## config.mk

```make
export PLATFORM = sky130hd
export DESIGN_NAME = serclk_gen
export DESIGN_NICKNAME = d
export VERILOG_FILES = /design/src/rtl/serclk_pkg.sv /design/src/rtl/serclk_pin_edge.sv /design/src/rtl/serclk_div2.sv /design/src/rtl/serclk_src_mux.sv /design/src/rtl/serclk_gen.sv
export SDC_FILE = /design/constraint.sdc
export NUM_CORES = 1
export LEC_CHECK = 0
export BUFFER_PORTS_ARGS = -buffer_cell sky130_fd_sc_hd__buf_2
export CORE_AREA = 2 2 39 41
export CTS_CLUSTER_DIAMETER = 50
export DETAILED_ROUTE_END_ITERATION = 10
export DIE_AREA = 0 0 41 43
export GPL_TIMING_DRIVEN = 1
export PLACE_DENSITY = 0.53
export SYNTH_ARGS = -nofsm -noshare
export SYNTH_HDL_FRONTEND = slang
export SYNTH_SLANG_ARGS = --single-unit
```

## constraint.sdc

```tcl
create_clock -name clk -period 1.4 [get_ports clk]
set_input_delay 0.21 -clock clk [delete_from_list [all_inputs] [get_ports clk]]
set_output_delay 0.21 -clock clk [all_outputs]
set_load 0.1 [all_outputs]
```

## src/rtl/serclk_pkg.sv

```systemverilog
package serclk_pkg;

    typedef enum logic [1:0] {
        SRC_BAUD = 2'b00,
        SRC_SYS  = 2'b01,
        SRC_TMR  = 2'b10,
        SRC_PIN  = 2'b11
    } clk_src_e;

    typedef struct packed {
        logic     async_mode;
        clk_src_e src;
    } clk_cfg_t;

endpackage

```

## src/rtl/serclk_pin_edge.sv

```systemverilog
module serclk_pin_edge #(
    parameter int   STAGES  = 2,
    parameter logic RST_LVL = 1'b1
) (
    input  logic clk,
    input  logic rst_n,
    input  logic pin,
    output logic rise,
    output logic fall
);
    // STAGES synchroniser flops plus one history flop for edge detection
    localparam int W = STAGES + 1;

    typedef struct packed {
        logic [W-1:0] sh;
    } st_t;

    st_t st_d, st_q;

    always_comb begin
        st_d    = st_q;
        st_d.sh = {st_q.sh[W-2:0], pin};
    end

    always_ff @(posedge clk) begin
        if (!rst_n) begin
            st_q.sh <= {W{RST_LVL}};
        end else begin
            st_q <= st_d;
        end
    end

    assign rise =  st_q.sh[W-2] & ~st_q.sh[W-1];
    assign fall = ~st_q.sh[W-2] &  st_q.sh[W-1];

endmodule

```

## src/rtl/serclk_div2.sv

```systemverilog
module serclk_div2 (
    input  logic clk,
    input  logic rst_n,
    input  logic run,
    input  logic clr,
    input  logic tick,
    output logic phase,
    output logic pulse
);
    typedef struct packed {
        logic tgl;
    } st_t;

    st_t st_d, st_q;

    always_comb begin
        st_d  = st_q;
        pulse = 1'b0;
        if (!run || clr) begin
            st_d.tgl = 1'b0;
        end else if (tick) begin
            st_d.tgl = ~st_q.tgl;
            pulse    = st_q.tgl;
        end
    end

    always_ff @(posedge clk) begin
        if (!rst_n) begin
            st_q.tgl <= 1'b0;
        end else begin
            st_q <= st_d;
        end
    end

    assign phase = st_q.tgl;

endmodule

```

## src/rtl/serclk_src_mux.sv

```systemverilog
module serclk_src_mux
    import serclk_pkg::*;
(
    input  clk_cfg_t cfg,
    input  logic     dir_in,
    input  logic     edge_fall,
    input  logic     baud_tick,
    input  logic     tmr_match,
    input  logic     pin_rise,
    input  logic     pin_fall,
    input  logic     div_pulse,
    output logic     raw
);
    logic pin_edge;

    always_comb begin
        pin_edge = edge_fall ? pin_fall : pin_rise;
        raw      = 1'b0;
        if (!cfg.async_mode) begin
            raw = dir_in ? pin_edge : div_pulse;
        end else begin
            case (cfg.src)
                SRC_BAUD: raw = baud_tick;
                SRC_SYS:  raw = 1'b1;
                SRC_TMR:  raw = tmr_match;
                SRC_PIN:  raw = pin_edge;
                default:  raw = 1'b0;
            endcase
        end
    end

endmodule

```

## src/rtl/serclk_gen.sv

```systemverilog
module serclk_gen
    import serclk_pkg::*;
#(
    parameter int   SYNC_STAGES = 2,
    parameter logic PIN_IDLE    = 1'b1
) (
    input  logic       clk,
    input  logic       rst_n,
    input  logic       mode_async,
    input  logic       dir_in,
    input  logic       edge_fall,
    input  logic [1:0] src_sel,
    input  logic       baud_tick,
    input  logic       tmr_match,
    input  logic       ext_pin,
    output logic       bclk_en,
    output logic       sclk_out,
    output logic       sclk_oe
);
    typedef struct packed {
        clk_cfg_t cfg;
        logic     bclk;
        logic     oe;
    } st_t;

    st_t      st_d, st_q;
    clk_cfg_t cfg_now;
    logic     cfg_chg;
    logic     drive_clk;
    logic     pin_rise, pin_fall;
    logic     div_pulse, div_phase;
    logic     raw;

    always_comb begin
        cfg_now.async_mode = mode_async;
        cfg_now.src        = clk_src_e'(src_sel);
        cfg_chg            = (cfg_now != st_q.cfg);
        drive_clk          = !mode_async && !dir_in;
    end

    serclk_pin_edge #(
        .STAGES  (SYNC_STAGES),
        .RST_LVL (PIN_IDLE)
    ) pin_i (
        .clk   (clk),
        .rst_n (rst_n),
        .pin   (ext_pin),
        .rise  (pin_rise),
        .fall  (pin_fall)
    );

    serclk_div2 div_i (
        .clk   (clk),
        .rst_n (rst_n),
        .run   (drive_clk),
        .clr   (cfg_chg),
        .tick  (baud_tick),
        .phase (div_phase),
        .pulse (div_pulse)
    );

    serclk_src_mux mux_i (
        .cfg       (cfg_now),
        .dir_in    (dir_in),
        .edge_fall (edge_fall),
        .baud_tick (baud_tick),
        .tmr_match (tmr_match),
        .pin_rise  (pin_rise),
        .pin_fall  (pin_fall),
        .div_pulse (div_pulse),
        .raw       (raw)
    );

    always_comb begin
        st_d      = st_q;
        st_d.cfg  = cfg_now;
        st_d.bclk = raw && !cfg_chg;
        st_d.oe   = drive_clk;
    end

    always_ff @(posedge clk) begin
        if (!rst_n) begin
            st_q.cfg  <= '0;
            st_q.bclk <= 1'b0;
            st_q.oe   <= 1'b0;
        end else begin
            st_q <= st_d;
        end
    end

    assign bclk_en  = st_q.bclk;
    assign sclk_out = div_phase;
    assign sclk_oe  = st_q.oe;

endmodule

```

==> key figures, run 1 <==
GRT
  • Largest net degree at the start of global routing: 9
  • Initial antenna violation count: 0
  • Vias in the first global route: approximately 280
  • Global-route wire length before repair: roughly 1100 microns
  • Gr usage total: 10.4%
  • Grt total ovfl: 0

Critical path
  • CP max FO: 3
  • Type of destination of the critical path: output port
  • Crit Path Category: reg2out
  • CP arrival: just over 1000 ps
  • WP depth: 1
  • Reg2Reg Depth: 3
  • CP cell instances: buf_2
  • CP peak stage delay: 420 ps
  • Worst Setup EP: sclk_out
  • CP Launch Type: register
  • R2r setup slk: roughly 350 ps
  • Critical path origin: div_i.phase
  • CP max stage cell: buf_2
  • RR Startpoint: pin_i.st_q[1]
  • Buf+Inv Stages, Crit Path: 1
  • WP data required: ~1200 ps
  • Reg2reg end: bclk_en
  • Delay-heaviest family, CP: buffers and inverters

Clocking
  • CTS Buf Count: 3
  • PostCTS Resize Cnt: 0
  • CTS clk-pin slew, worst paths: 60 ps
  • CTS max path bufs: 2
  • Hold-fix buffers, CTS: 0
  • H-tree depth: 1
  • CTS tree: built
  • Clock Sinks: 9
  • Post-CTS Setup Repair Bufs: 0
  • Worst-Skew Late Latency: 260 ps
  • Root Driver: clkbuf_4

Pwr
  • Sequential power share: 50.8%
  • Switch Pwr: roughly 130 uW
  • Sw frac: 24.0%
  • Leak: slightly above 0.2 nW
  • Int Power: 404 uW
  • P per Cell Area: approximately 1100 nW/um^2
  • Clk pwr share: between 30% and 40%
  • Gate power share: 12.5%
  • Peak VDD IR: approximately 0.0005 V

Logic synthesis
  • Post-Syn Area per Cell: 11.3 sq um
  • Unique masters post-synth: 15
  • Post-Syn Nets: 42
  • Post-Synthesis Cells: 32
  • Cell area after synthesis: approximately 360 sq um
  • Flops & latches, synth: 9
  • Yosys Warn Count: 0
  • Post-synthesis sequential area ratio: 49.8%

STA
  • Post-layout min period: roughly 1200 ps
  • Fin crit share: 88.2%
  • Skew final: between 3 and 4 ps
  • Final Hold Viols: 0
  • Max-slew violation count: 0
  • Unrepaired setup endpoints after global routing: no
  • Fmax: 0.810 GHz
  • Slew margin rel.: around two thirds
  • Worst slew pin tran: slightly below 500 ps
  • Fin Setup TNS: 0 ps
  • Final setup viols: 0

Final layout
  • Most frequent cells in the layout: 12 x buf_2, 8 x dfxtp_1, 4 x xnor2_1
  • FILL cells: between 100 and 150
  • Layout overhead on the synthesized area: 29.8%
  • Share of layout cells above drive strength 1: a little under two fifths
  • Register area: 181 sq um
  • Final core utilization: between 30% and 40%
  • Multi-input gate area: ~180 sq um
  • Antenna Cells: 0
  • Most common cell after layout, fill and taps aside: buf_2
  • Fin nets: about 60

Detailed routing
  • Starting DRC count in detailed routing: 1
  • Post-route ant nets: 0
  • DRC violations left: 0
  • Pre-antenna DRT Iters: 2
  • Final wirelength: 625 microns
  • Vias: roughly 310
  • Via-per-instance ratio: about 4.8
  • Drt wl/cell: approximately 9.8 microns

Floorplan
  • Die H: 43 microns
  • Die ar.: roughly 1800 sq um
  • Number of core rows: 14
  • Initial Util: approximately a quarter
  • Boundary pin count: 13
  • Die outline width: slightly above 40 microns
  • Core region area: approximately 1400 sq um

Run
  • Max cap viols: 0

Place
  • Routability cong.: between 0.6 and 0.7
  • IO buf count: 12
  • DP HPWL: between 400 and 500 microns

Min path
  • Worst min path class: in2reg

Run status
  • Outcome: complete, no violations
-- state kept, by name (all words and copies together) (netlist names) --
name,cells
st_q,3
div_i.phase,1
pin_i.st_q,3
bclk_en,1
sclk_oe,1
-- cell families after synthesis --
| group | share of synthesized area (%) |
|---|---|
| flip-flops | 49.8 |
| buffers and inverters | 1.04 |
| AO/OA/AOI/OAI | 10.0 |
| XOR/XNOR | 9.69 |
| AND/OR/NAND/NOR | 29.4 |
-- area by class of cell --
| class | count | share of cell area (%) |
|---|---|---|
| inverters | 1 | 0.800 |
| clock buffers | 4 | 5.60 |
| flip-flops and latches | 9 | 38.7 |
| repair buffers | 12 | 12.8 |
| multi-input cells | 22 | 37.9 |
| well taps | 16 | 4.27 |
-- worst min-delay path by stage --
stage             startpoint            end  slack (ps)  cells after the start
2_1_floorplan     mode_async    div_i.phase         280                      1
3_3_place_gp         ext_pin  pin_i.st_q[0]         390                      2
3_5_place_dp   pin_i.st_q[0]  pin_i.st_q[1]         400                      1
4_1_cts              ext_pin  pin_i.st_q[0]         130                      2
5_1_grt              ext_pin  pin_i.st_q[0]         140                      2
6_report             ext_pin  pin_i.st_q[0]         140                      2
-- synthesized netlist by cell type --
cell type  instances  area (sq um)
o31ai_1            1          7.51
and3b_1            3          26.3
nand4_1            1          6.26
dfxtp_1            9           180
a311oi_1           1          8.76
and4b_1            1          10.0
nor3b_1            1          7.51
and2_1             3          18.8
xnor2_1            4          35.0
nor4_1             1          6.26
a2111oi_2          1          15.0
inv_1              1          3.75
nand2b_1           3          18.8
a21oi_1            1          5.00
nor3b_2            1          12.5
-- power by group through the flow --
stage	logic, mW	clock network [mW]	registers (mW)
floorplan	0.0251	0	0.291
CTS	0.0678	0.207	0.270
global route	0.0740	0.224	0.271
detailed placement	0.0670	0	0.276
finish	0.0666	0.195	0.270
global placement	0.0675	0	0.276
-- stage by stage --
stage | area, sq um | power [mW] | hold WS, ps | setup slack, ps | cells
final | 469 | 0.532 | 136 | 166 | 64
after detailed placement | 443 | 0.343 | 399 | 340 | 60
after CTS | 469 | 0.545 | 128 | 155 | 64
after global placement | 443 | 0.343 | 390 | 341 | 60
after floorplan | 363 | 0.316 | 279 | 195 | 32
after global routing | 469 | 0.569 | 139 | 109 | 64
-- metal layers --
| metal | wire length, microns | share of wire [%] | vias to the layer above | global-route usage, % |
|---|---|---|---|---|
| met5 | 0 | 0 | - | 0 |
| met4 | 11 | 1.8 | 0 | 6.00 |
| met3 | 89 | 14 | 2 | 8.90 |
| met2 | 283 | 45 | 12 | 12.8 |
| met1 | 241 | 39 | 140 | 11.7 |
| li1 | - | - | 151 | - |
No activity file was read; power rests on OpenSTA's default activity.
==> run 2, diff against run 1 <==
--- a/config.mk
+++ b/config.mk
@@ -10,7 +10,7 @@
 export CTS_CLUSTER_DIAMETER = 50
 export DETAILED_ROUTE_END_ITERATION = 10
 export DIE_AREA = 0 0 41 43
-export GPL_TIMING_DRIVEN = 1
+export GPL_TIMING_DRIVEN = 0
 export PLACE_DENSITY = 0.53
 export SYNTH_ARGS = -nofsm -noshare
 export SYNTH_HDL_FRONTEND = slang
==> constraint.sdc (replaced) <==
create_clock -name clk -period 1.3 [get_ports clk]
set_input_delay 0.195 -clock clk [delete_from_list [all_inputs] [get_ports clk]]
set_output_delay 0.195 -clock clk [all_outputs]
set_load 0.1 [all_outputs]
==> key figures, run 2 (synthesized netlist as in run 1, its figures left out) <==
Clocking
  • Post-CTS Setup Repair Bufs: 0
  • Clock Sinks: 9
  • Hold-fix buffers, CTS: 0
  • CTS max path bufs: 2
  • CTS clk-pin slew, worst paths: about 60 ps
  • PostCTS Resize Cnt: 0
  • CTS tree: built
  • CTS Buf Count: 3
  • Worst-Skew Late Latency: about 260 ps
  • Root Driver: clkbuf_4
  • H-tree depth: 1

Critical path
  • CP max stage cell: buf_2
  • WP data required: 1110 ps
  • CP peak stage delay: around 420 ps
  • CP Launch Type: register
  • WP depth: 1
  • CP cell instances: buf_2
  • Worst Setup EP: sclk_out
  • Reg2Reg Depth: 3
  • Critical path origin: div_i.phase
  • CP arrival: ~1000 ps
  • R2r setup slk: 230 ps
  • Crit Path Category: reg2out
  • Buf+Inv Stages, Crit Path: 1
  • CP max FO: 3
  • Reg2reg end: bclk_en
  • Delay-heaviest family, CP: buffers and inverters
  • Type of destination of the critical path: output port
  • RR Startpoint: pin_i.st_q[1]

Final layout
  • Most common cell after layout, fill and taps aside: buf_2
  • Register area: between 150 and 200 sq um
  • Fin nets: between 50 and 60
  • Final Instance Count excl. Fillers: 64
  • Final core utilization: around 34%
  • Regs by FF count: pin_i.st_q: 3 flops, st_q: 3 flops
  • Share of layout cells above drive strength 1: between 30% and 40%
  • Antenna Cells: 0
  • Layout overhead on the synthesized area: 29.8%
  • Fin area: around 470 sq um
  • Multi-input gate area: 178 sq um
  • Most frequent cells in the layout: 12 x buf_2, 8 x dfxtp_1, 4 x xnor2_1
  • FILL cells: roughly 140

Floorplan
  • Number of core rows: 14
  • Initial Util: approximately a quarter
  • Die outline width: a little over 40 microns
  • Core region area: between 1000 and 1500 sq um
  • Die ar.: around 1800 sq um
  • Boundary pin count: 13
  • Die H: between 40 and 50 microns

STA
  • Worst slew pin tran: 484 ps
  • Slew margin rel.: 67.9%
  • Max-slew violation count: 0
  • Fin crit share: between 90% and 100%
  • Post-layout min period: roughly 1200 ps
  • Final Hold Viols: 0
  • Skew final: around 4.4 ps
  • Final setup viols: 0
  • Fmax: roughly 0.82 GHz
  • Unrepaired setup endpoints after global routing: no
  • Fin Setup TNS: 0 ps

GRT
  • Grt total ovfl: 0
  • Gr usage total: under 10%
  • Initial antenna violation count: 0
  • Global-route wire length before repair: 924 microns
  • Vias in the first global route: around 240
  • Largest net degree at the start of global routing: 9

Place
  • Routability cong.: 0.671
  • IO buf count: 12
  • Placed Cells: 60
  • Area post-placement: ~440 sq um

Detailed routing
  • Final wirelength: 618 microns
  • Drt wl/cell: about 9.7 microns
  • Vias: around 290
  • Pre-antenna DRT Iters: 2
  • Post-route ant nets: 0
  • Via-per-instance ratio: between 4 and 5
  • DRC violations left: 0
  • Starting DRC count in detailed routing: 2

Pwr
  • Leak: approximately 0.21 nW
  • Total power: 574 uW
  • P per Cell Area: 1220 nW/um^2
  • Peak VDD IR: around 0.00068 V

Min path
  • Worst min path class: in2reg

Run status
  • Outcome: complete, no violations

Run
  • Max cap viols: 0
## run 2: cell counts in the layout (fill, tap and decap cells not counted)
No cell type changed its count.
## run 2: area by class of cell
type / instances / share of cell area, %
clock buffers: 4 / 5.60
inverters: 1 / 0.800
multi-input cells: 22 / 37.9
flip-flops and latches: 9 / 38.7
well taps: 16 / 4.27
repair buffers: 12 / 12.8
## run 2: where the power goes
part | total [mW] | internal (mW) | switching (mW)
logic | 0.0711 | 0.0307 | 0.0404
clock network | 0.211 | 0.118 | 0.0934
registers | 0.291 | 0.287 | 0.00412
## run 2: worst min-delay path by stage
stage                          to  depth (start not counted)       start
finish              pin_i.st_q[0]                          2     ext_pin
detailed placement  pin_i.st_q[0]                          2     ext_pin
CTS                 pin_i.st_q[0]                          2     ext_pin
global route        pin_i.st_q[0]                          2     ext_pin
floorplan             div_i.phase                          1  mode_async
global placement    pin_i.st_q[0]                          2     ext_pin
## run 2: worst reg2reg max path, stage by stage, from the launching register on
cell       delay [ps]
dfxtp_1           350
and4b_1           210
a2111oi_2         320
a311oi_1           70
## run 2: per-stage QoR
step,setup WS [ps],hold slack [ps]
2_1_floorplan,94.8,264
3_3_place_gp,238,375
3_5_place_dp,227,385
4_1_cts,66.5,110
5_1_grt,29.1,118
6_report,87.1,123
## run 2: routing by layer
layer	GRT usage, %	vias to the layer above	wire length (microns)
met4	4.00	0	0
met5	0	-	0
met3	9.42	0	66
li1	-	148	-
met1	9.06	125	282
met2	10.6	12	270
